`config.mk`:
```
export PLATFORM = sky130hd
export DESIGN_NAME = cmplx_mul3
export DESIGN_NICKNAME = d
export VERILOG_FILES = /design/src/rtl/cmul3_pkg.sv /design/src/rtl/cmul3_rst_sync.sv /design/src/rtl/cmul3_preadd.sv /design/src/rtl/cmul3_mulcore.sv /design/src/rtl/cmul3_rndsat.sv /design/src/rtl/cmplx_mul3.sv
export SDC_FILE = /design/constraint.sdc
export NUM_CORES = 2
export LEC_CHECK = 0
export ABC_CLOCK_PERIOD_IN_PS = 14600
export CORE_UTILIZATION = 55
export DETAILED_ROUTE_END_ITERATION = 16
export DONT_BUFFER_PORTS = 1
export GPL_ROUTABILITY_DRIVEN = 0
export PLACE_DENSITY = 0.72
export SLEW_MARGIN = 10
export SYNTH_ARGS = -nofsm -noshare
export SYNTH_HDL_FRONTEND = slang
export SYNTH_HIERARCHICAL = 1
export SYNTH_SLANG_ARGS = --single-unit
```
`constraint.sdc`:
```
create_clock -name clk -period 14.6 [get_ports clk]
set_clock_uncertainty 0.1 [all_clocks]
set_input_delay 4.38 -clock clk [delete_from_list [all_inputs] [get_ports clk]]
set_output_delay 4.38 -clock clk [all_outputs]
set_load 0.01 [all_outputs]
```
`src/rtl/cmul3_pkg.sv`:
```
package cmul3_pkg;
  localparam int DATA_W_DEF = 18;
  localparam int COEF_W_DEF = 18;
  localparam int LATENCY    = 4;
endpackage

```
`src/rtl/cmul3_rst_sync.sv`:
```
module cmul3_rst_sync (
  input  logic clk,
  input  logic rst_n,
  output logic rst_sync_n
);
  logic meta_q;
  logic sync_q;

  always_ff @(posedge clk or negedge rst_n) begin
    if (!rst_n) begin
      meta_q <= 1'b0;
      sync_q <= 1'b0;
    end else begin
      meta_q <= 1'b1;
      sync_q <= meta_q;
    end
  end

  assign rst_sync_n = sync_q;
endmodule

```
`src/rtl/cmul3_preadd.sv`:
```
module cmul3_preadd #(
  parameter int DW = 18,
  parameter int CW = 18,
  localparam int PW = DW + 1,
  localparam int QW = CW + 1
) (
  input  logic                 clk,
  input  logic                 rst_n,
  input  logic                 ce,
  input  logic signed [DW-1:0] a_i,
  input  logic signed [DW-1:0] b_i,
  input  logic signed [CW-1:0] c_i,
  input  logic signed [CW-1:0] d_i,
  output logic signed [PW-1:0] ab_o,
  output logic signed [QW-1:0] dc_o,
  output logic signed [QW-1:0] cd_o,
  output logic signed [DW-1:0] a_o,
  output logic signed [DW-1:0] b_o,
  output logic signed [CW-1:0] c_o
);
  logic signed [PW-1:0] ab_nxt;
  logic signed [QW-1:0] dc_nxt;
  logic signed [QW-1:0] cd_nxt;

  always_comb begin
    ab_nxt = PW'(a_i) + PW'(b_i);
    dc_nxt = QW'(d_i) - QW'(c_i);
    cd_nxt = QW'(c_i) + QW'(d_i);
  end

  always_ff @(posedge clk or negedge rst_n) begin
    if (!rst_n) begin
      ab_o <= '0;
      dc_o <= '0;
      cd_o <= '0;
      a_o  <= '0;
      b_o  <= '0;
      c_o  <= '0;
    end else if (ce) begin
      ab_o <= ab_nxt;
      dc_o <= dc_nxt;
      cd_o <= cd_nxt;
      a_o  <= a_i;
      b_o  <= b_i;
      c_o  <= c_i;
    end
  end
endmodule

```
`src/rtl/cmul3_mulcore.sv`:
```
module cmul3_mulcore #(
  parameter int DW = 18,
  parameter int CW = 18,
  localparam int PW = DW + 1,
  localparam int QW = CW + 1,
  localparam int MW = DW + CW + 1,
  localparam int SW = MW + 1
) (
  input  logic                 clk,
  input  logic                 rst_n,
  input  logic                 ce_mul,
  input  logic                 ce_add,
  input  logic signed [PW-1:0] ab_i,
  input  logic signed [QW-1:0] dc_i,
  input  logic signed [QW-1:0] cd_i,
  input  logic signed [DW-1:0] a_i,
  input  logic signed [DW-1:0] b_i,
  input  logic signed [CW-1:0] c_i,
  output logic signed [SW-1:0] re_o,
  output logic signed [SW-1:0] im_o
);
  logic signed [MW-1:0] k1_q, k2_q, k3_q;
  logic signed [MW-1:0] k1_nxt, k2_nxt, k3_nxt;
  logic signed [SW-1:0] re_nxt, im_nxt;

  always_comb begin
    k1_nxt = MW'(c_i) * MW'(ab_i);
    k2_nxt = MW'(a_i) * MW'(dc_i);
    k3_nxt = MW'(b_i) * MW'(cd_i);
  end

  always_ff @(posedge clk or negedge rst_n) begin
    if (!rst_n) begin
      k1_q <= '0;
      k2_q <= '0;
      k3_q <= '0;
    end else if (ce_mul) begin
      k1_q <= k1_nxt;
      k2_q <= k2_nxt;
      k3_q <= k3_nxt;
    end
  end

  always_comb begin
    re_nxt = SW'(k1_q) - SW'(k3_q);
    im_nxt = SW'(k1_q) + SW'(k2_q);
  end

  always_ff @(posedge clk or negedge rst_n) begin
    if (!rst_n) begin
      re_o <= '0;
      im_o <= '0;
    end else if (ce_add) begin
      re_o <= re_nxt;
      im_o <= im_nxt;
    end
  end
endmodule

```
`src/rtl/cmul3_rndsat.sv`:
```
module cmul3_rndsat #(
  parameter int SW = 38,
  parameter int DW = 18,
  parameter int F  = 17,
  localparam int EW = SW + 1
) (
  input  logic                 clk,
  input  logic                 rst_n,
  input  logic                 ce,
  input  logic signed [SW-1:0] x_i,
  output logic signed [DW-1:0] y_o
);
  localparam logic signed [EW-1:0] HALF = EW'(1) <<< (F - 1);
  localparam logic signed [EW-1:0] MAXV = (EW'(1) <<< (DW - 1)) - EW'(1);
  localparam logic signed [EW-1:0] MINV = -MAXV - EW'(1);

  logic signed [EW-1:0] ext;
  logic signed [EW-1:0] shr;
  logic signed [DW-1:0] y_nxt;

  always_comb begin
    ext = EW'(x_i) + HALF;
    shr = ext >>> F;
    if (shr > MAXV)
      y_nxt = MAXV[DW-1:0];
    else if (shr < MINV)
      y_nxt = MINV[DW-1:0];
    else
      y_nxt = shr[DW-1:0];
  end

  always_ff @(posedge clk or negedge rst_n) begin
    if (!rst_n)
      y_o <= '0;
    else if (ce)
      y_o <= y_nxt;
  end
endmodule

```
`src/rtl/cmplx_mul3.sv`:
```
module cmplx_mul3 #(
  parameter int DATA_W = cmul3_pkg::DATA_W_DEF,
  parameter int COEF_W = cmul3_pkg::COEF_W_DEF
) (
  input  logic                     clk,
  input  logic                     rst_n,
  input  logic                     in_valid,
  input  logic signed [DATA_W-1:0] in_a_re,
  input  logic signed [DATA_W-1:0] in_a_im,
  input  logic signed [COEF_W-1:0] in_w_re,
  input  logic signed [COEF_W-1:0] in_w_im,
  output logic                     out_valid,
  output logic signed [DATA_W-1:0] out_re,
  output logic signed [DATA_W-1:0] out_im
);
  localparam int LAT  = cmul3_pkg::LATENCY;
  localparam int FRAC = COEF_W - 1;
  localparam int PW   = DATA_W + 1;
  localparam int QW   = COEF_W + 1;
  localparam int SW   = DATA_W + COEF_W + 2;

  logic rst_sync_n;
  logic [LAT:1] vld_q;
  logic [LAT:1] vld_nxt;
  logic vld_s1, vld_s2, vld_s3;

  logic signed [PW-1:0]     pre_ab;
  logic signed [QW-1:0]     pre_dc, pre_cd;
  logic signed [DATA_W-1:0] dly_a, dly_b;
  logic signed [COEF_W-1:0] dly_c;
  logic signed [SW-1:0]     post_re, post_im;
  logic signed [SW-1:0]     post_lane [2];
  logic signed [DATA_W-1:0] res_lane  [2];

  cmul3_rst_sync u_rst (
    .clk        (clk),
    .rst_n      (rst_n),
    .rst_sync_n (rst_sync_n)
  );

  always_comb begin
    vld_nxt[1] = in_valid;
    for (int s = 2; s <= LAT; s++) vld_nxt[s] = vld_q[s-1];
  end

  always_ff @(posedge clk or negedge rst_sync_n) begin
    if (!rst_sync_n) vld_q <= '0;
    else             vld_q <= vld_nxt;
  end

  assign vld_s1 = vld_q[1];
  assign vld_s2 = vld_q[2];
  assign vld_s3 = vld_q[3];

  cmul3_preadd #(.DW(DATA_W), .CW(COEF_W)) u_pre (
    .clk   (clk),
    .rst_n (rst_sync_n),
    .ce    (in_valid),
    .a_i   (in_a_re),
    .b_i   (in_a_im),
    .c_i   (in_w_re),
    .d_i   (in_w_im),
    .ab_o  (pre_ab),
    .dc_o  (pre_dc),
    .cd_o  (pre_cd),
    .a_o   (dly_a),
    .b_o   (dly_b),
    .c_o   (dly_c)
  );

  cmul3_mulcore #(.DW(DATA_W), .CW(COEF_W)) u_mul (
    .clk    (clk),
    .rst_n  (rst_sync_n),
    .ce_mul (vld_s1),
    .ce_add (vld_s2),
    .ab_i   (pre_ab),
    .dc_i   (pre_dc),
    .cd_i   (pre_cd),
    .a_i    (dly_a),
    .b_i    (dly_b),
    .c_i    (dly_c),
    .re_o   (post_re),
    .im_o   (post_im)
  );

  assign post_lane[0] = post_re;
  assign post_lane[1] = post_im;

  for (genvar g = 0; g < 2; g++) begin : g_lane
    cmul3_rndsat #(.SW(SW), .DW(DATA_W), .F(FRAC)) u_rs (
      .clk   (clk),
      .rst_n (rst_sync_n),
      .ce    (vld_s3),
      .x_i   (post_lane[g]),
      .y_o   (res_lane[g])
    );
  end

  assign out_valid = vld_q[LAT];
  assign out_re    = res_lane[0];
  assign out_im    = res_lane[1];
endmodule

```
==> out/metrics.csv <==
metric,value,unit
ff2ff_path_depth,24,
syn_avg_cell_area,9.40,um^2
rsz0062_at_grt,no,
crit_chain,nand2_1 > inv_1 > fa_1 > inv_1 > fa_1 > inv_1 > ha_1 > inv_1 > fa_1 > inv_1 > fa_1 > inv_1 > fa_1 > inv_1 > ha_1 > a21o_1 > a21o_1 > a21o_1 > or4b_2 > o211ai_1 > o21a_1 > a21oi_1 > xnor2_1 > mux2i_1,
cts_setup_buffers,0,
drive_above_1_share,5.33,%
num_vias,40602,
cp.required,14.94,ns
whs_endpoint,u_rst/rst_sync_n,
grt_pass1_vias,42312,
maxSlewHeadroom,34.0,%
crit_top_cell,inv_1,
worstHoldPathType,register to register,
syn_nets,7499,
grt_first_pass_wirelength,240000,um
fp.dieArea,103000,um^2
worstMarginPinSlew,0.990,ns
cts-root-buf,clkbuf_16,
crit-reg2reg-launch,u_pre/cd_o[18],
synth_cells,5969,
final_cell_mix,"inv_1, fa_1, nand2_1",
io_pins,112,
ant_nets,0,
drt_pre_antenna_iters,8,
clkTransAtPathRegs,0.06,ns
fp-row-count,116,
critPathLaunchType,register,
htree_levels,2,
routedWlPerCell,21.0,um
cts_hold_buf,0,
first_iter_violations,3319,
dp_hpwl,122000,um
grt_max_degree,127,
hold_viol_final,0,
tns,0,ns
drt_wl_total,151000,um
die_y,321,um
clk_latency,0.59,ns
start_util,55.8,%
dieWidth,321,um
period_share,50.3,%
ff2ff_setup_slack,7.26,ns
crit_path_max_incr_delay,0.63,ns
drv_slew,0,
fp.coreArea,101000,um^2
cp_slowest_cell,fa_1,
fin_nets,7341,
syn-cell-area,56100,um^2
cp-end-kind,register,
grt_use_total,30.1,%
cts_sinks,307,
min_period,7.34,ns
overflow,0,
r2r-end,u_mul/k3_q[36],
ctsResizeCount,0,
drc_errors,0,
layout_commonest_cell,inv_1,
path_class,register to register,
port_buffers,0,
antenna_found_initial,17,
cts_tree,built,
hold_depth,0,
cpLargestDelayFamily,adder cells,
finalSetupViolations,0,
vias_per_cell,5.63,
critPathBufInv,7,
area_growth,3.82,%
fmax,136,MHz
arrival,7.68,ns
crit_fanout,19,
worstHoldStart,u_rst/meta_q,
run_status,"finished, final reports clean",
clock_path_buffers,3,
maxCapViolCount,0,
cts_buffers,38,
yosys_warnings,6,
[state kept, by name (all words and copies together) (netlist names), 19 cells and up]
register         cells
u_mul/k1_q          37
u_mul/k2_q          37
u_mul/k3_q          37
g_lane.u_rs/y_o     36
u_mul/im_o          22
u_mul/re_o          22
u_pre/ab_o          19
u_pre/dc_o          19
[area by class of cell]
| type | count | area (um^2) |
|---|---|---|
| tap | 1357 | 1700 |
| clock inverter | 15 | 114 |
| fill | 8711 | 42400 |
| inverter | 1299 | 4880 |
| sequential | 307 | 7690 |
| timing repair buffer | 12 | 90.1 |
| clock buffer | 53 | 1060 |
| antenna | 11 | 27.5 |
| multi-input combinational | 4153 | 42700 |
[worst max path at each step]
stage,start,to,slack [ns],cells after the start
after floorplan,u_rst/rst_sync_n,g_lane[0].u_rs/y_o[0],5.31,0
after global placement,u_pre/dc_o[18],u_mul/k2_q[36],7.48,25
after detailed placement,u_pre/cd_o[18],u_mul/k3_q[36],7.37,24
after CTS,u_pre/cd_o[18],u_mul/k3_q[36],7.33,24
after global routing,u_pre/dc_o[18],u_mul/k2_q[36],6.92,25
final,u_pre/cd_o[18],u_mul/k3_q[36],7.26,24
[per-stage QoR]
step,hold slack [ns],setup slack (ns),area (um^2),util [%],cells
final,0.260,7.26,58200,57.9,7207
after detailed placement,0.238,7.37,57000,56.7,7128
after CTS,0.262,7.33,58200,57.9,7196
after global placement,0.244,7.48,57000,56.7,7128
after global routing,0.274,6.92,58200,57.9,7203
after floorplan,0.231,5.31,56100,-,5969
[metal layers]
layer  track usage [%]  vias to the layer above  routed length, um
li1                  -                    18158                  -
met1              43.0                    20391              66500
met2              43.5                     1738              63100
met3              8.72                      301              15800
met4              11.0                       14               5950
met5                 0                        -                103
Power is left out: the tool's default activity adds up to more than one toggle a clock period on the data nets, which glitch-free logic cannot reach.
